### src/rtl/clt_pkg.sv
package clt_pkg;

    localparam int WORD_W    = 32;
    localparam int PAY_W     = 61;
    localparam int AUTH_W    = 32;
    localparam int BLK_BYTES = 16;
    localparam int AMT_W     = $clog2(BLK_BYTES + 1);
    localparam int HI_W      = PAY_W - WORD_W;

    typedef enum logic [1:0] {
        MODE_BASIC = 2'd0,
        MODE_GCM   = 2'd1,
        MODE_CCM   = 2'd2,
        MODE_RSVD  = 2'd3
    } mode_e;

    typedef enum logic [1:0] {
        SLOT_PAY_LO = 2'd0,
        SLOT_PAY_HI = 2'd1,
        SLOT_AUTH   = 2'd2,
        SLOT_NONE   = 2'd3
    } slot_e;

    localparam logic [PAY_W-1:0]  GCM_PAY_MAX  = (PAY_W'(1) << 36) - PAY_W'(32);
    localparam logic [AUTH_W-1:0] CCM_AUTH_MAX = (AUTH_W'(1) << 16) - (AUTH_W'(1) << 8);

    typedef struct packed {
        logic [PAY_W-1:0]  pay;
        logic [AUTH_W-1:0] auth;
        logic              endless;
    } ctx_t;

    // bytes field: 0 or anything above a full block means a full block
    function automatic logic [AMT_W-1:0] clamp_amt(input logic [AMT_W-1:0] b);
        if (b == '0 || b > AMT_W'(BLK_BYTES))
            return AMT_W'(BLK_BYTES);
        return b;
    endfunction

endpackage

### src/rtl/clt_ctx_regs.sv
module clt_ctx_regs
    import clt_pkg::*;
(
    input  logic              clk,
    input  logic              rst,
    input  logic              wr_en,
    input  slot_e             wr_slot,
    input  logic [WORD_W-1:0] wr_data,
    input  mode_e             mode,
    output logic              trig,
    output logic              ok,
    output ctx_t              ctx
);
    logic [WORD_W-1:0] pay_lo_q;
    logic [HI_W-1:0]   pay_hi_q;
    logic              combined;
    logic              both_zero;

    always_ff @(posedge clk) begin
        if (rst) begin
            pay_lo_q <= '0;
            pay_hi_q <= '0;
        end else if (wr_en) begin
            case (wr_slot)
                SLOT_PAY_LO: pay_lo_q <= wr_data;
                SLOT_PAY_HI: pay_hi_q <= wr_data[HI_W-1:0];
                default: ;
            endcase
        end
    end

    always_comb begin
        combined = (mode == MODE_GCM) || (mode == MODE_CCM);
        trig     = wr_en && (combined ? (wr_slot == SLOT_AUTH) : (wr_slot == SLOT_PAY_HI));
        if (combined) begin
            ctx.pay  = {pay_hi_q, pay_lo_q};
            ctx.auth = wr_data;
        end else begin
            ctx.pay  = {wr_data[HI_W-1:0], pay_lo_q};
            ctx.auth = '0;
        end
        ctx.endless = !combined && (ctx.pay == '0);
        both_zero   = (ctx.pay == '0) && (ctx.auth == '0);
        case (mode)
            MODE_BASIC: ok = 1'b1;
            MODE_GCM:   ok = !both_zero && (ctx.pay <= GCM_PAY_MAX);
            MODE_CCM:   ok = !both_zero && (ctx.auth <= CCM_AUTH_MAX);
            default:    ok = 1'b0;
        endcase
    end

endmodule

### src/rtl/clt_down_cnt.sv
module clt_down_cnt
    import clt_pkg::*;
#(
    parameter int W = 32
) (
    input  logic             clk,
    input  logic             rst,
    input  logic             load,
    input  logic [W-1:0]     load_val,
    input  logic             dec,
    input  logic [AMT_W-1:0] amt,
    output logic [W-1:0]     cnt
);
    logic [W-1:0] amt_w;

    assign amt_w = W'(amt);

    always_ff @(posedge clk) begin
        if (rst)
            cnt <= '0;
        else if (load)
            cnt <= load_val;
        else if (dec)
            cnt <= (cnt > amt_w) ? (cnt - amt_w) : '0;
    end

    // without a load the count never rises
    a_r5_no_rise: assert property (@(posedge clk) disable iff (rst)
        !load |=> cnt <= $past(cnt));

    // a decrement never removes more than one block of bytes
    a_r5_step_bound: assert property (@(posedge clk) disable iff (rst)
        (!load && dec) |=> ($past(cnt) - cnt) <= W'(BLK_BYTES));

endmodule

### src/rtl/cipher_len_track.sv
module cipher_len_track
    import clt_pkg::*;
#(
    parameter int P_WORD_W = WORD_W,
    parameter int P_PAY_W  = PAY_W,
    parameter int P_AUTH_W = AUTH_W,
    parameter int P_AMT_W  = AMT_W
) (
    input  logic                clk,
    input  logic                rst,
    input  logic                wr_en,
    input  logic [1:0]          wr_addr,
    input  logic [P_WORD_W-1:0] wr_data,
    input  logic                rd_en,
    output logic [P_WORD_W-1:0] rd_data,
    output logic                rd_ack,
    input  logic [1:0]          mode,
    input  logic                blk_take,
    input  logic [P_AMT_W-1:0]  blk_bytes,
    output logic                start,
    output logic [P_PAY_W-1:0]  pay_left,
    output logic [P_AUTH_W-1:0] auth_left,
    output logic                last_blk,
    output logic                endless,
    output logic                len_err
);
    logic             trig, ok, load;
    ctx_t             ctx;
    logic             auth_nz, pay_nz;
    logic             dec_auth, dec_pay;
    logic [AMT_W-1:0] amt;

    clt_ctx_regs u_regs (
        .clk     (clk),
        .rst     (rst),
        .wr_en   (wr_en),
        .wr_slot (slot_e'(wr_addr)),
        .wr_data (wr_data),
        .mode    (mode_e'(mode)),
        .trig    (trig),
        .ok      (ok),
        .ctx     (ctx)
    );

    assign load     = trig && ok;
    assign auth_nz  = (auth_left != '0);
    assign pay_nz   = (pay_left != '0);
    assign amt      = clamp_amt(blk_bytes);
    assign dec_auth = blk_take && !load && auth_nz;
    assign dec_pay  = blk_take && !load && !auth_nz && pay_nz && !endless;

    clt_down_cnt #(.W(PAY_W)) u_pay (
        .clk (clk), .rst (rst), .load (load), .load_val (ctx.pay),
        .dec (dec_pay), .amt (amt), .cnt (pay_left)
    );

    clt_down_cnt #(.W(AUTH_W)) u_auth (
        .clk (clk), .rst (rst), .load (load), .load_val (ctx.auth),
        .dec (dec_auth), .amt (amt), .cnt (auth_left)
    );

    always_ff @(posedge clk) begin
        if (rst) begin
            start   <= 1'b0;
            len_err <= 1'b0;
            endless <= 1'b0;
            rd_ack  <= 1'b0;
            rd_data <= '0;
        end else begin
            start   <= load;
            len_err <= len_err || (trig && !ok);
            if (load)
                endless <= ctx.endless;
            rd_ack  <= rd_en;
            rd_data <= '0;
        end
    end

    always_comb begin
        if (auth_nz)
            last_blk = (auth_left <= AUTH_W'(BLK_BYTES));
        else
            last_blk = !endless && pay_nz && (pay_left <= PAY_W'(BLK_BYTES));
    end

    // error flag never clears on its own
    a_r10_err_sticky: assert property (@(posedge clk) disable iff (rst)
        len_err |=> len_err);

    // a rejected launch never produces a start pulse
    a_r7_no_start_on_bad: assert property (@(posedge clk) disable iff (rst)
        (trig && !ok) |=> !start);

    // an endless stream holds the payload count still
    a_r4_endless_hold: assert property (@(posedge clk) disable iff (rst)
        (endless && !load) |=> $stable(pay_left));

    // last-block flag only with bytes left
    a_r6_last_needs_bytes: assert property (@(posedge clk) disable iff (rst)
        last_blk |-> (auth_nz || pay_nz));

    // payload does not move while authentication bytes remain
    a_r5_auth_first: assert property (@(posedge clk) disable iff (rst)
        (auth_nz && !load) |=> $stable(pay_left));

endmodule

### config.mk
export PLATFORM = sky130hd
export DESIGN_NAME = cipher_len_track
export DESIGN_NICKNAME = d
export VERILOG_FILES = /design/src/rtl/clt_pkg.sv /design/src/rtl/clt_ctx_regs.sv /design/src/rtl/clt_down_cnt.sv /design/src/rtl/cipher_len_track.sv
export SDC_FILE = /design/constraint.sdc
export NUM_CORES = 1
export LEC_CHECK = 0
export BUFFER_PORTS_ARGS = -buffer_cell sky130_fd_sc_hd__buf_2
export CORE_MARGIN = 5
export CORE_UTILIZATION = 49
export CTS_BUF_LIST = sky130_fd_sc_hd__clkbuf_16
export DETAILED_ROUTE_END_ITERATION = 12
export GPL_ROUTABILITY_DRIVEN = 0
export PLACE_DENSITY = 0.79
export SETUP_SLACK_MARGIN = 0.2
export SLEW_MARGIN = 20
export SYNTH_ARGS = -nofsm -noshare
export SYNTH_HDL_FRONTEND = slang
export SYNTH_SLANG_ARGS = --single-unit
### constraint.sdc
create_clock -name clk -period 6.2 [get_ports clk]
set_input_delay 1.24 -clock clk [delete_from_list [all_inputs] [get_ports clk]]
set_output_delay 1.24 -clock clk [all_outputs]
set_load 0.03 [all_outputs]
==> report_table.html, run 1 <==
<table>
<tr><th>Metric</th><th>Value</th></tr>
<tr><th colspan="2">Run status</th></tr>
<tr><td>Outcome</td><td>finished clean</td></tr>
<tr><th colspan="2">Route</th></tr>
<tr><td>Router iterations before antenna repair</td><td>6</td></tr>
<tr><td>Sum of routed wire length over all layers</td><td>34,070 um</td></tr>
<tr><td>Antenna Violating Nets Remaining</td><td>0</td></tr>
<tr><td>Number of remaining DRC errors</td><td>0</td></tr>
<tr><td>Routed vias/inst</td><td>6.593</td></tr>
<tr><td>Iter 0 DRT Violations</td><td>1,658</td></tr>
<tr><td>Drt wl/cell</td><td>21.44 um</td></tr>
<tr><td>Via count</td><td>10.48k</td></tr>
<tr><th colspan="2">Worst setup path</th></tr>
<tr><td>Data arrival time of the critical path</td><td>5.37 ns</td></tr>
<tr><td>Worst Reg2Reg Path Length in Cells</td><td>8</td></tr>
<tr><td>Data required, critical path</td><td>6.53 ns</td></tr>
<tr><td>Critical path's slowest cell</td><td>or4_1</td></tr>
<tr><td>CP Max Fanout</td><td>8</td></tr>
<tr><td>Kind of end point of the critical path</td><td>flop</td></tr>
<tr><td>Path type of the worst setup path</td><td>primary input to flop</td></tr>
<tr><td>Critical register-to-register path endpoint</td><td>u_pay.cnt[57]$_SDFFE_PP0P_</td></tr>
<tr><td>Critical-path cell list</td><td>buf_2 &gt; or4_1 &gt; ha_1 &gt; nor2b_1 &gt; ha_1 &gt; inv_1 &gt; fa_1 &gt; a211o_1 &gt; a21oi_1 &gt; and2_1 &gt; and4_1 &gt; nor3b_2 &gt; nand2b_1 &gt; a311oi_1</td></tr>
<tr><td>Start point of the critical path</td><td>blk_bytes[0]</td></tr>
<tr><td>Number of logic stages on the critical path including buffering</td><td>14</td></tr>
<tr><td>Top delay family on crit path</td><td>simple AND/OR/NAND/NOR gates</td></tr>
<tr><td>Register-to-Register Setup Slack</td><td>2.59 ns</td></tr>
<tr><td>Critical Path Sink</td><td>u_pay.cnt[56]$_SDFFE_PP0P_</td></tr>
<tr><td>Critical Path Start Type</td><td>primary input</td></tr>
<tr><td>Crit path buffers/inverters</td><td>2</td></tr>
<tr><td>Worst path most repeated cell</td><td>ha_1</td></tr>
<tr><td>Launch instance of the worst register-to-register path</td><td>u_auth.cnt[23]$_SDFFE_PP0P_</td></tr>
<tr><td>Delay of the slowest critical-path stage</td><td>0.52 ns</td></tr>
<tr><th colspan="2">Cells and area</th></tr>
<tr><td>Top library cells by usage in the layout, fill and taps aside</td><td>168 x nand2_1, 158 x dfxtp_1, 142 x buf_2</td></tr>
<tr><td>Number of inserted filler cells in the final layout</td><td>1,788</td></tr>
<tr><td>Utilization after layout</td><td>57.64%</td></tr>
<tr><td>Number of antenna diodes</td><td>0</td></tr>
<tr><td>Area growth, synth to finish</td><td>14.84%</td></tr>
<tr><td>Final instance count without filler cells</td><td>1,589</td></tr>
<tr><td>Post-layout nets</td><td>1,378</td></tr>
<tr><td>Combined flip-flop and latch cell area</td><td>3163 um^2</td></tr>
<tr><td>Area occupied by multi-input gates</td><td>5848 um^2</td></tr>
<tr><td>Fraction of layout instances using a drive strength above 1</td><td>17.23%</td></tr>
<tr><td>Most common cell after layout, fill and taps aside</td><td>nand2_1</td></tr>
<tr><th colspan="2">Placed design</th></tr>
<tr><td>Inst Count DP</td><td>1,556</td></tr>
<tr><td>DPL Wire Length</td><td>24,340 um</td></tr>
<tr><td>Worst slack at placement</td><td>0.7678 ns</td></tr>
<tr><td>Count of input and output buffers</td><td>143</td></tr>
<tr><th colspan="2">Synthesis</th></tr>
<tr><td>Number of enable flip-flop cells after synthesis</td><td>0</td></tr>
<tr><td>Post-Syn Instances</td><td>1,218</td></tr>
<tr><td>Share of the yosys chip area belonging to registers</td><td>33.36%</td></tr>
<tr><td>Number of warnings printed during yosys synthesis</td><td>0</td></tr>
<tr><td>Share of flip-flops with an asynchronous set or reset</td><td>0%</td></tr>
<tr><td>Mean post-synth cell area</td><td>7.786 um^2</td></tr>
<tr><td>Unique cell type count in the Yosys netlist</td><td>74</td></tr>
<tr><td>Top area cells in the synthesized netlist</td><td>dfxtp_1 33%, nand2_1 6.6%, a21oi_1 5.3%</td></tr>
<tr><td>Cell type with the largest total area after synthesis</td><td>dfxtp_1</td></tr>
<tr><td>#FFs+latches synth</td><td>158</td></tr>
<tr><td>Area share of the leading cell type in the synthesized netlist</td><td>33.36%</td></tr>
<tr><td>Primary flip-flop cell chosen by synthesis mapping</td><td>dfxtp_1</td></tr>
<tr><td>Area of the mapped netlist</td><td>9483 um^2</td></tr>
<tr><th colspan="2">STA</th></tr>
<tr><td>Max transition margin</td><td>21.72%</td></tr>
<tr><td>Setup slack of the critical path after layout</td><td>1.158 ns</td></tr>
<tr><td>Post-layout min period</td><td>5.042 ns</td></tr>
<tr><td>Final count of hold timing violations</td><td>0</td></tr>
<tr><td>Fraction of the cycle the final worst path needs</td><td>81.33%</td></tr>
<tr><td>Final-layout setup total negative slack</td><td>0 ns</td></tr>
<tr><td>Unrepaired setup endpoints after global routing</td><td>false</td></tr>
<tr><td>Fin. max-slew vios</td><td>0</td></tr>
<tr><td>Final hold slack</td><td>0.4717 ns</td></tr>
<tr><td>Clock tree skew after final layout</td><td>0.008580 ns</td></tr>
<tr><td>Upper clock frequency limit</td><td>0.1983 GHz</td></tr>
<tr><td>Worst-margin pin slew</td><td>1.174 ns</td></tr>
<tr><td># setup viols final</td><td>0</td></tr>
<tr><th colspan="2">Worst hold path</th></tr>
<tr><td>Worst hold-check path type</td><td>flop to flop</td></tr>
<tr><th colspan="2">Clock network</th></tr>
<tr><td>Clock insertion delay at the later pin of the skew report</td><td>0.44 ns</td></tr>
<tr><td>Clock tree sinks</td><td>158</td></tr>
<tr><td>Number of buffers created by CTS</td><td>17</td></tr>
<tr><td>Buffer levels on the longest clock path</td><td>2</td></tr>
<tr><td>CTS tree</td><td>yes</td></tr>
<tr><td># hold bufs at CTS</td><td>0</td></tr>
<tr><td>Total of cells resized after clock tree synthesis</td><td>0</td></tr>
<tr><td>Root buffer cell</td><td>clkbuf_16</td></tr>
<tr><td>CTS clk-pin slew, worst paths</td><td>0.07 ns</td></tr>
<tr><td>Setup fix buffers added after clock tree synthesis</td><td>0</td></tr>
<tr><td>H-Tree Level Count</td><td>4</td></tr>
<tr><th colspan="2">Floorplanning</th></tr>
<tr><td>Die Area</td><td>22,240 um^2</td></tr>
<tr><td>Standard-cell row count</td><td>50</td></tr>
<tr><td>Effective utilization at floorplan</td><td>50.19%</td></tr>
<tr><td>Die height</td><td>149.1 um</td></tr>
<tr><td>Io pins</td><td>176</td></tr>
<tr><td>Die width</td><td>149.1 um</td></tr>
<tr><td>Floorplan core area</td><td>18,890 um^2</td></tr>
<tr><th colspan="2">Global route</th></tr>
<tr><td>Vias in the first global route</td><td>9,289</td></tr>
<tr><td>Most congested layer reported by global routing</td><td>met2</td></tr>
<tr><td>Global route total overflow</td><td>0</td></tr>
<tr><td>Met2 Track Usage GR</td><td>42.43%</td></tr>
<tr><td>M3 GR Usage</td><td>8.630%</td></tr>
<tr><td>Global-route wire length before repair</td><td>51,910 um</td></tr>
<tr><td>Met1 Usage GRT</td><td>41.24%</td></tr>
<tr><td>GR Util All Layers</td><td>29.35%</td></tr>
<tr><td>Antenna violations before repair</td><td>0</td></tr>
<tr><td>Largest net degree at the start of global routing</td><td>100</td></tr>
<tr><th colspan="2">Power</th></tr>
<tr><td>P_leak</td><td>0.004314 uW</td></tr>
<tr><td>IR Drop Worst-Case VDD</td><td>0.3316 mV</td></tr>
<tr><td>Cell Pwr Density</td><td>585.5 nW/um^2</td></tr>
<tr><th colspan="2">Job</th></tr>
<tr><td>Number of violations of the max-capacitance limit</td><td>0</td></tr>
</table>
[how the worst min path moves through the flow]
stage,start,end,slack (ns),cells after the start
final,u_regs.pay_hi_q[23]$_SDFFE_PP0P_,u_regs.pay_hi_q[23]$_SDFFE_PP0P_,0.47,2
after global routing,u_regs.pay_hi_q[27]$_SDFFE_PP0P_,u_regs.pay_hi_q[27]$_SDFFE_PP0P_,0.50,2
after CTS,u_regs.pay_hi_q[18]$_SDFFE_PP0P_,u_regs.pay_hi_q[18]$_SDFFE_PP0P_,0.47,2
after detailed placement,u_regs.pay_hi_q[8]$_SDFFE_PP0P_,u_regs.pay_hi_q[8]$_SDFFE_PP0P_,0.46,2
after global placement,u_regs.pay_hi_q[10]$_SDFFE_PP0P_,u_regs.pay_hi_q[10]$_SDFFE_PP0P_,0.45,2
after floorplan,u_regs.pay_hi_q[14]$_SDFFE_PP0P_,u_regs.pay_hi_q[14]$_SDFFE_PP0P_,0.44,2
[cell families (layout without fill, tap and decap cells)]
logic type	Yosys count	after routing	share of synthesized area [%]
simple gates	538	538	29.01
compound gates	333	333	23.88
flops	158	158	33.36
buf+inv	126	206	6.478
mux	42	42	4.592
fa+ha+maj	16	16	2.269
xor+xnor	4	4	0.3695
other cells	1	32	0.03955
[per-layer routing]
metal  wire length (um)  part of all wire (%)
met1              13370                    39
met2              14240                    42
met3               4885                    14
met4               1567                   4.6
met5                  0                     0
[flip-flops by register name (all words and copies together), names as in the netlist]
signal / count
len_err: 1
u_auth.cnt: 32
endless: 1
u_regs.pay_hi_q: 29
u_regs.pay_lo_q: 32
rd_ack: 1
u_pay.cnt: 61
start: 1
[power by group]
group,internal [uW],switching [uW]
Combinational,1300,2510
Sequential,1190,229
Clock,713,442
Total,3200,3180
[Yosys cell counts (20+ instances only)]
| cell | instances |
|---|---|
| clkbuf_1 | 66 |
| dfxtp_1 | 158 |
| a211oi_1 | 56 |
| nor2_1 | 85 |
| o21ai_0 | 42 |
| a21oi_1 | 100 |
| mux2i_1 | 30 |
| nand2_1 | 168 |
| nand4_1 | 22 |
| or3_1 | 20 |
| nand3_1 | 39 |
| nor3_1 | 66 |
| buf_4 | 32 |
| nor4_1 | 40 |
[metrics by stage]
| step | area, um^2 | power [uW] |
|---|---|---|
| 5_1_grt | 10890 | 6740 |
| 3_5_place_dp | 10240 | 5105 |
| 6_report | 10890 | 6376 |
| 4_1_cts | 10880 | 6275 |
| 3_3_place_gp | 10240 | 5034 |
| 2_1_floorplan | 9599 | 4193 |
[worst register-to-register path, cell delays in order (launching register included)]
cell and delay [ns]:
dfxtp_1 0.39, or4_1 0.75, nor4_4 0.51, nand4_2 0.36, o21bai_2 0.40, buf_4 0.31, nor4_2 0.32, mux2i_1 0.29
a211oi_1 0.11
[layout make-up]
| type | instances | area share, % |
|---|---|---|
| well taps | 260 | 2.987 |
| inverters | 15 | 0.5170 |
| clock inverters | 15 | 1.999 |
| flip-flops and latches | 158 | 29.04 |
| clock buffers | 17 | 3.906 |
| repair buffers | 159 | 7.847 |
| multi-input cells | 965 | 53.70 |
No activity file was read; power rests on OpenSTA's default activity.
==> inputs of run 2 (changes only) <==
==> constraint.sdc (replaced) <==
create_clock -name clk -period 4.95 [get_ports clk]
set_input_delay 0.99 -clock clk [delete_from_list [all_inputs] [get_ports clk]]
set_output_delay 0.99 -clock clk [all_outputs]
set_load 0.03 [all_outputs]
==> run 2 against run 1 <==
Effect of this change:
- worst hold slack improved by 0.0032 ns
- combinational power rose by 32%
- clock power up 20%
- global-route usage increased by 0.75 points
- design area increased by 0.77%
- sequential power grew 25%
- utilization is 0.44 points higher
- first-iteration DRC count is 15% higher
- count of clock-buffer cells in the layout unchanged
- register-to-register slack got worse by 1.2 ns
- flip-flop and latch count did not move
==> report_table.html, run 2 (synthesis results as in run 1) <==
<table>
<tr><th>Metric</th><th>Value</th></tr>
<tr><th colspan="2">Cells and area</th></tr>
<tr><td>Final instance count without filler cells</td><td>1,599</td></tr>
<tr><td>Largest registers</td><td>u_pay.cnt: 61 flops, u_auth.cnt: 32 flops, u_regs.pay_lo_q: 32 flops</td></tr>
<tr><td>Number of antenna diodes</td><td>0</td></tr>
<tr><td>Post-layout nets</td><td>1,388</td></tr>
<tr><td>Most flops, register</td><td>u_pay.cnt</td></tr>
<tr><td>Flip-flop count of the largest register, all copies and words added</td><td>61</td></tr>
<tr><td>Fraction of layout instances using a drive strength above 1</td><td>17.55%</td></tr>
<tr><td>Most common cell after layout, fill and taps aside</td><td>nand2_1</td></tr>
<tr><td>Top library cells by usage in the layout, fill and taps aside</td><td>168 x nand2_1, 158 x dfxtp_1, 142 x buf_2</td></tr>
<tr><td>Post-route standard cell area excluding fillers</td><td>10,970 um^2</td></tr>
<tr><td>Area growth, synth to finish</td><td>15.73%</td></tr>
<tr><th colspan="2">STA</th></tr>
<tr><td>Max transition margin</td><td>26.39%</td></tr>
<tr><td># setup viols final</td><td>0</td></tr>
<tr><td>Worst-margin pin slew</td><td>1.104 ns</td></tr>
<tr><td>Final count of hold timing violations</td><td>0</td></tr>
<tr><td>Final hold slack</td><td>0.4749 ns</td></tr>
<tr><td>Final-layout setup total negative slack</td><td>0 ns</td></tr>
<tr><td>Upper clock frequency limit</td><td>0.2251 GHz</td></tr>
<tr><td>Post-layout min period</td><td>4.443 ns</td></tr>
<tr><td>Fin. max-slew vios</td><td>0</td></tr>
<tr><td>Setup slack of the critical path after layout</td><td>0.5068 ns</td></tr>
<tr><td>Clock tree skew after final layout</td><td>0.01465 ns</td></tr>
<tr><td>Fraction of the cycle the final worst path needs</td><td>89.76%</td></tr>
<tr><td>Unrepaired setup endpoints after global routing</td><td>false</td></tr>
<tr><th colspan="2">Placed design</th></tr>
<tr><td>Instance area after placement</td><td>10,350 um^2</td></tr>
<tr><td>Worst slack at placement</td><td>0.07267 ns</td></tr>
<tr><td>Inst Count DP</td><td>1,566</td></tr>
<tr><td>Count of input and output buffers</td><td>143</td></tr>
<tr><td>DPL Wire Length</td><td>24,890 um</td></tr>
<tr><th colspan="2">Clock network</th></tr>
<tr><td>Clock tree sinks</td><td>158</td></tr>
<tr><td>CTS clk-pin slew, worst paths</td><td>0.06 ns</td></tr>
<tr><td>CTS tree</td><td>yes</td></tr>
<tr><td>Setup fix buffers added after clock tree synthesis</td><td>0</td></tr>
<tr><td>Clock insertion delay at the later pin of the skew report</td><td>0.44 ns</td></tr>
<tr><td>Number of buffers created by CTS</td><td>17</td></tr>
<tr><td>Buffer levels on the longest clock path</td><td>2</td></tr>
<tr><td>Root buffer cell</td><td>clkbuf_16</td></tr>
<tr><td>H-Tree Level Count</td><td>4</td></tr>
<tr><th colspan="2">Worst setup path</th></tr>
<tr><td>Data arrival time of the critical path</td><td>4.75 ns</td></tr>
<tr><td>Data required, critical path</td><td>5.25 ns</td></tr>
<tr><td>Kind of end point of the critical path</td><td>flop</td></tr>
<tr><td>CP Max Fanout</td><td>4</td></tr>
<tr><td>Path type of the worst setup path</td><td>primary input to flop</td></tr>
<tr><td>Critical Path Start Type</td><td>primary input</td></tr>
<tr><th colspan="2">Floorplanning</th></tr>
<tr><td>Effective utilization at floorplan</td><td>50.19%</td></tr>
<tr><td>Floorplan core area</td><td>18,890 um^2</td></tr>
<tr><td>Die height</td><td>149.1 um</td></tr>
<tr><td>Standard-cell row count</td><td>50</td></tr>
<tr><td>Io pins</td><td>176</td></tr>
<tr><td>Die Area</td><td>22,240 um^2</td></tr>
<tr><td>Die width</td><td>149.1 um</td></tr>
<tr><th colspan="2">Route</th></tr>
<tr><td>Iter 0 DRT Violations</td><td>1,900</td></tr>
<tr><td>Highest routed metal layer</td><td>met4</td></tr>
<tr><td>Number of remaining DRC errors</td><td>0</td></tr>
<tr><td>Amount of wire on met2 after detailed routing</td><td>14,560 um</td></tr>
<tr><td>Router iterations before antenna repair</td><td>8</td></tr>
<tr><td>Via count</td><td>10.63k</td></tr>
<tr><td>Metal1 wirelength</td><td>13,810 um</td></tr>
<tr><td>Drt wl/cell</td><td>21.63 um</td></tr>
<tr><td>Sum of routed wire length over all layers</td><td>34,590 um</td></tr>
<tr><td>Met3 Wirelength</td><td>4835 um</td></tr>
<tr><td>Antenna Violating Nets Remaining</td><td>0</td></tr>
<tr><td>Routed vias/inst</td><td>6.647</td></tr>
<tr><th colspan="2">Job</th></tr>
<tr><td>Number of violations of the max-capacitance limit</td><td>0</td></tr>
<tr><th colspan="2">Run status</th></tr>
<tr><td>Outcome</td><td>finished clean</td></tr>
<tr><th colspan="2">Worst hold path</th></tr>
<tr><td>Worst hold-check path type</td><td>flop to flop</td></tr>
<tr><th colspan="2">Global route</th></tr>
<tr><td>Global route total overflow</td><td>0</td></tr>
<tr><td>Global-route wire length before repair</td><td>53,330 um</td></tr>
<tr><td>Vias in the first global route</td><td>9,504</td></tr>
<tr><td>Antenna violations before repair</td><td>0</td></tr>
<tr><td>Largest net degree at the start of global routing</td><td>81</td></tr>
<tr><td>GR Util All Layers</td><td>30.10%</td></tr>
<tr><th colspan="2">Power</th></tr>
<tr><td>IR Drop Worst-Case VDD</td><td>0.3606 mV</td></tr>
<tr><td>Cell Pwr Density</td><td>742.7 nW/um^2</td></tr>
<tr><td>P_leak</td><td>0.004356 uW</td></tr>
</table>
run 2: layout make-up:
cell class / instances / area, um^2
clock buffer: 17 / 425.4
tap: 260 / 325.3
inverter: 15 / 56.30
timing repair buffer: 169 / 967.2
clock inverter: 15 / 176.4
fill: 1749 / 7919
sequential: 158 / 3163
multi-input combinational: 965 / 5861
run 2: routing by layer:
metal  global-route usage [%]  vias to the layer above
met2                    44.31                      823
li1                         -                     4738
met5                        0                        -
met4                    10.53                        0
met3                    8.690                      131
met1                    42.11                     4936
run 2: through the flow:
| stage | power (uW) | util [%] |
|---|---|---|
| 3_3_place_gp | 6467 | 54.77 |
| 3_5_place_dp | 6580 | 54.77 |
| 6_report | 8150 | 58.09 |
| 2_1_floorplan | 5251 | - |
| 5_1_grt | 8602 | 58.09 |
| 4_1_cts | 7969 | 57.96 |
run 2: critical path, stage by stage:
cell      delay, ns
buf_2          0.10
or4_1          0.52
ha_1           0.32
nor2b_1        0.24
ha_1           0.23
inv_1          0.06
fa_1           0.42
a211o_1        0.29
a21oi_1        0.32
buf_4          0.19
nand4_1        0.22
nor3b_2        0.34
a211oi_1       0.12
o21ai_0        0.26
a311oi_1       0.14
run 2: what timing repair did:
action | CTS | global route
hold buffers | 0 | 0
setup endpoints to repair | 0 | 1
gates resized for setup | 0 | 1
run 2: power breakdown:
group          switching, uW  internal [uW]  total (uW)  leakage, uW
sequential               286           1490        1770      0.00128
clock                    544            832        1380     0.000292
combinational           3250           1750        5000      0.00278
total                   4080           4070        8150      0.00436
run 2: path summary, 6_finish.rpt:
check                              startpoint                          endpoint  slack (ns)  cells past startpoint
min          u_regs.pay_hi_q[27]$_SDFFE_PP0P_  u_regs.pay_hi_q[27]$_SDFFE_PP0P_        0.47                      2
max                              blk_bytes[0]        u_pay.cnt[38]$_SDFFE_PP0P_        0.51                     15
min reg2reg  u_regs.pay_hi_q[27]$_SDFFE_PP0P_  u_regs.pay_hi_q[27]$_SDFFE_PP0P_        0.47                      2
max reg2reg       u_auth.cnt[23]$_SDFFE_PP0P_        u_pay.cnt[45]$_SDFFE_PP0P_        1.41                      8
==> inputs of run 3 (changes only) <==
==> constraint.sdc (replaced) <==
create_clock -name clk -period 4.95 [get_ports clk]
set_input_delay 0.495 -clock clk [delete_from_list [all_inputs] [get_ports clk]]
set_output_delay 0.495 -clock clk [all_outputs]
set_load 0.03 [all_outputs]
==> run 3 against run 2 <==
Effect of this change:
- via count fell by 1.0%
- global-route usage fell by 0.72 points
- worst hold slack got worse by 0.21 ns
- die area did not move
- first-iteration DRC count fell by 0.89%
- cell count fell by 0.50%
- flip-flop and latch count did not move
- sequential share of layout area rose by 0.38 points
- count of clock-buffer cells in the layout did not move
- combinational power fell by 4%
- critical path type unchanged
- critical endpoint is now u_pay.cnt[60]$_SDFFE_PP0P_
- largest power group unchanged
==> report_table.html, run 3 (synthesis results as in run 1) <==
<table>
<tr><th>Metric</th><th>Value</th></tr>
<tr><th colspan="2">Route</th></tr>
<tr><td>Routed vias/inst</td><td>6.613</td></tr>
<tr><td>Antenna Violating Nets Remaining</td><td>0</td></tr>
<tr><td>Drt wl/cell</td><td>21.39 um</td></tr>
<tr><td>Sum of routed wire length over all layers</td><td>34,040 um</td></tr>
<tr><td>Iter 0 DRT Violations</td><td>1,883</td></tr>
<tr><td>Via count</td><td>10.52k</td></tr>
<tr><td>Number of remaining DRC errors</td><td>0</td></tr>
<tr><td>Router iterations before antenna repair</td><td>6</td></tr>
<tr><th colspan="2">STA</th></tr>
<tr><td>Post-layout min period</td><td>4.177 ns</td></tr>
<tr><td>Clock tree skew after final layout</td><td>0.007926 ns</td></tr>
<tr><td>Upper clock frequency limit</td><td>0.2394 GHz</td></tr>
<tr><td>Final count of hold timing violations</td><td>0</td></tr>
<tr><td>Max transition margin</td><td>26.00%</td></tr>
<tr><td>Fin. max-slew vios</td><td>0</td></tr>
<tr><td>Final-layout setup total negative slack</td><td>0 ns</td></tr>
<tr><td>Worst-margin pin slew</td><td>1.110 ns</td></tr>
<tr><td>Unrepaired setup endpoints after global routing</td><td>false</td></tr>
<tr><td># setup viols final</td><td>0</td></tr>
<tr><td>Fraction of the cycle the final worst path needs</td><td>84.39%</td></tr>
<tr><th colspan="2">Worst setup path</th></tr>
<tr><td>Delay of the slowest critical-path stage</td><td>0.52 ns</td></tr>
<tr><td>Crit path buffers/inverters</td><td>3</td></tr>
<tr><td>CP Max Fanout</td><td>8</td></tr>
<tr><td>Data required, critical path</td><td>5.29 ns</td></tr>
<tr><td>Critical Path Start Type</td><td>primary input</td></tr>
<tr><td>Kind of end point of the critical path</td><td>flop</td></tr>
<tr><td>Critical path's slowest cell</td><td>or4_1</td></tr>
<tr><td>Worst Reg2Reg Path Length in Cells</td><td>8</td></tr>
<tr><td>Launch instance of the worst register-to-register path</td><td>u_auth.cnt[23]$_SDFFE_PP0P_</td></tr>
<tr><td>Critical-path cell list</td><td>buf_2 &gt; or4_1 &gt; ha_1 &gt; nor2b_1 &gt; ha_1 &gt; inv_1 &gt; fa_1 &gt; a211o_1 &gt; a21oi_1 &gt; buf_4 &gt; and2_1 &gt; and4_1 &gt; nor3b_2 &gt; nand3_1 &gt; a311oi_1</td></tr>
<tr><td>Worst path most repeated cell</td><td>ha_1</td></tr>
<tr><td>Critical register-to-register path endpoint</td><td>u_pay.cnt[15]$_SDFFE_PP0P_</td></tr>
<tr><td>Data arrival time of the critical path</td><td>4.52 ns</td></tr>
<tr><td>Register-to-Register Setup Slack</td><td>1.20 ns</td></tr>
<tr><td>Path type of the worst setup path</td><td>primary input to flop</td></tr>
<tr><td>Top delay family on crit path</td><td>simple AND/OR/NAND/NOR gates</td></tr>
<tr><th colspan="2">Cells and area</th></tr>
<tr><td>Flip-flop count of the largest register, all copies and words added</td><td>61</td></tr>
<tr><td>Most common cell after layout, fill and taps aside</td><td>nand2_1</td></tr>
<tr><td>Fraction of layout instances using a drive strength above 1</td><td>16.98%</td></tr>
<tr><td>Final instance count without filler cells</td><td>1,591</td></tr>
<tr><td>Most flops, register</td><td>u_pay.cnt</td></tr>
<tr><td>Top library cells by usage in the layout, fill and taps aside</td><td>168 x nand2_1, 158 x dfxtp_1, 142 x buf_2</td></tr>
<tr><td>Largest registers</td><td>u_pay.cnt: 61 flops, u_auth.cnt: 32 flops, u_regs.pay_lo_q: 32 flops</td></tr>
<tr><td>Number of antenna diodes</td><td>0</td></tr>
<tr><td>Post-layout nets</td><td>1,380</td></tr>
<tr><td>Area growth, synth to finish</td><td>14.22%</td></tr>
<tr><th colspan="2">Floorplanning</th></tr>
<tr><td>Effective utilization at floorplan</td><td>50.19%</td></tr>
<tr><td>Floorplan core area</td><td>18,890 um^2</td></tr>
<tr><td>Die height</td><td>149.1 um</td></tr>
<tr><td>Die width</td><td>149.1 um</td></tr>
<tr><td>Die Area</td><td>22,240 um^2</td></tr>
<tr><td>Standard-cell row count</td><td>50</td></tr>
<tr><td>Io pins</td><td>176</td></tr>
<tr><th colspan="2">Worst hold path</th></tr>
<tr><td>Worst hold-check path type</td><td>primary input to flop</td></tr>
<tr><td>Endpoint with the worst hold slack</td><td>rd_ack$_SDFF_PP0_</td></tr>
<tr><td>Hold Path Depth</td><td>2</td></tr>
<tr><td>Hold path startpoint</td><td>rd_en</td></tr>
<tr><th colspan="2">Power</th></tr>
<tr><td>Clk pwr share</td><td>16.1%</td></tr>
<tr><td>Internal power of the cells</td><td>3865 uW</td></tr>
<tr><td>Switching portion of total power</td><td>50.82%</td></tr>
<tr><td>Relative contribution of combinational cells to total power</td><td>61.3%</td></tr>
<tr><td>P_leak</td><td>0.004285 uW</td></tr>
<tr><td>Cell Pwr Density</td><td>725.6 nW/um^2</td></tr>
<tr><td>Sequential share of power</td><td>22.6%</td></tr>
<tr><td>Final Total Pwr</td><td>7859 uW</td></tr>
<tr><td>Switching power</td><td>3994 uW</td></tr>
<tr><td>IR Drop Worst-Case VDD</td><td>0.4296 mV</td></tr>
<tr><th colspan="2">Clock network</th></tr>
<tr><td># hold bufs at CTS</td><td>0</td></tr>
<tr><td>Clock insertion delay at the later pin of the skew report</td><td>0.43 ns</td></tr>
<tr><td>Number of buffers created by CTS</td><td>17</td></tr>
<tr><td>Total of cells resized after clock tree synthesis</td><td>0</td></tr>
<tr><td>Buffer levels on the longest clock path</td><td>2</td></tr>
<tr><td>Clock tree sinks</td><td>158</td></tr>
<tr><td>Setup fix buffers added after clock tree synthesis</td><td>0</td></tr>
<tr><td>CTS clk-pin slew, worst paths</td><td>0.06 ns</td></tr>
<tr><td>CTS tree</td><td>yes</td></tr>
<tr><td>H-Tree Level Count</td><td>4</td></tr>
<tr><td>Root buffer cell</td><td>clkbuf_16</td></tr>
<tr><th colspan="2">Global route</th></tr>
<tr><td>Vias in the first global route</td><td>9,156</td></tr>
<tr><td>GR Util All Layers</td><td>29.38%</td></tr>
<tr><td>Global-route wire length before repair</td><td>51,920 um</td></tr>
<tr><td>Met2 Track Usage GR</td><td>42.16%</td></tr>
<tr><td>Global route total overflow</td><td>0</td></tr>
<tr><td>Largest net degree at the start of global routing</td><td>89</td></tr>
<tr><td>Most congested layer reported by global routing</td><td>met1</td></tr>
<tr><td>Antenna violations before repair</td><td>0</td></tr>
<tr><td>M3 GR Usage</td><td>7.475%</td></tr>
<tr><td>Met1 Usage GRT</td><td>42.18%</td></tr>
<tr><th colspan="2">Placed design</th></tr>
<tr><td>Inst Count DP</td><td>1,558</td></tr>
<tr><td>Count of input and output buffers</td><td>143</td></tr>
<tr><td>DPL Wire Length</td><td>24,530 um</td></tr>
<tr><th colspan="2">Run status</th></tr>
<tr><td>Outcome</td><td>finished clean</td></tr>
<tr><th colspan="2">Job</th></tr>
<tr><td>Number of violations of the max-capacitance limit</td><td>0</td></tr>
</table>
-- run 3: cell type report --
class	instances	area (um^2)
fill	1793	8061
sequential	158	3163
multi-input combinational	965	5848
timing repair buffer	161	882.1
tap	260	325.3
clock inverter	15	131.4
clock buffer	17	425.4
inverter	15	56.30
-- run 3: layer usage --
layer | share of wire, % | up-vias
met1 | 40 | 4867
met4 | 3.8 | 0
met2 | 42 | 820
met3 | 14 | 113
li1 | - | 4722
met5 | 0 | -
-- run 3: worst max-delay path by stage --
stage | startpoint | end | slack [ns] | cells past startpoint
final | blk_bytes[0] | u_pay.cnt[60]$_SDFFE_PP0P_ | 0.77 | 15
after global placement | blk_bytes[0] | u_pay.cnt[60]$_SDFFE_PP0P_ | 0.52 | 15
after CTS | blk_bytes[0] | u_pay.cnt[60]$_SDFFE_PP0P_ | 0.81 | 15
after global routing | blk_bytes[0] | u_pay.cnt[54]$_SDFFE_PP0P_ | 0.55 | 15
after floorplan | blk_bytes[0] | u_pay.cnt[60]$_SDFFE_PP0P_ | 0.88 | 14
after detailed placement | blk_bytes[0] | u_pay.cnt[60]$_SDFFE_PP0P_ | 0.40 | 15
-- run 3: stage by stage --
| stage | hold slack [ns] | setup slack (ns) | area (um^2) | util [%] |
|---|---|---|---|---|
| after floorplan | 0.4444 | 0.8823 | 9599 | - |
| after global placement | 0.4548 | 0.5224 | 10260 | 54.32 |
| after detailed placement | 0.4630 | 0.3985 | 10260 | 54.32 |
| after CTS | 0.2548 | 0.8095 | 10820 | 57.27 |
| after global routing | 0.2857 | 0.5481 | 10830 | 57.33 |
| final | 0.2666 | 0.7726 | 10830 | 57.33 |
-- run 3: power by group through the flow --
stage,logic [uW],registers (uW),clock network (uW)
floorplan,3150,2100,0
global placement,4560,1790,0
detailed placement,4640,1790,0
CTS,4680,1760,1270
global route,5200,1810,1320
finish,4810,1780,1270
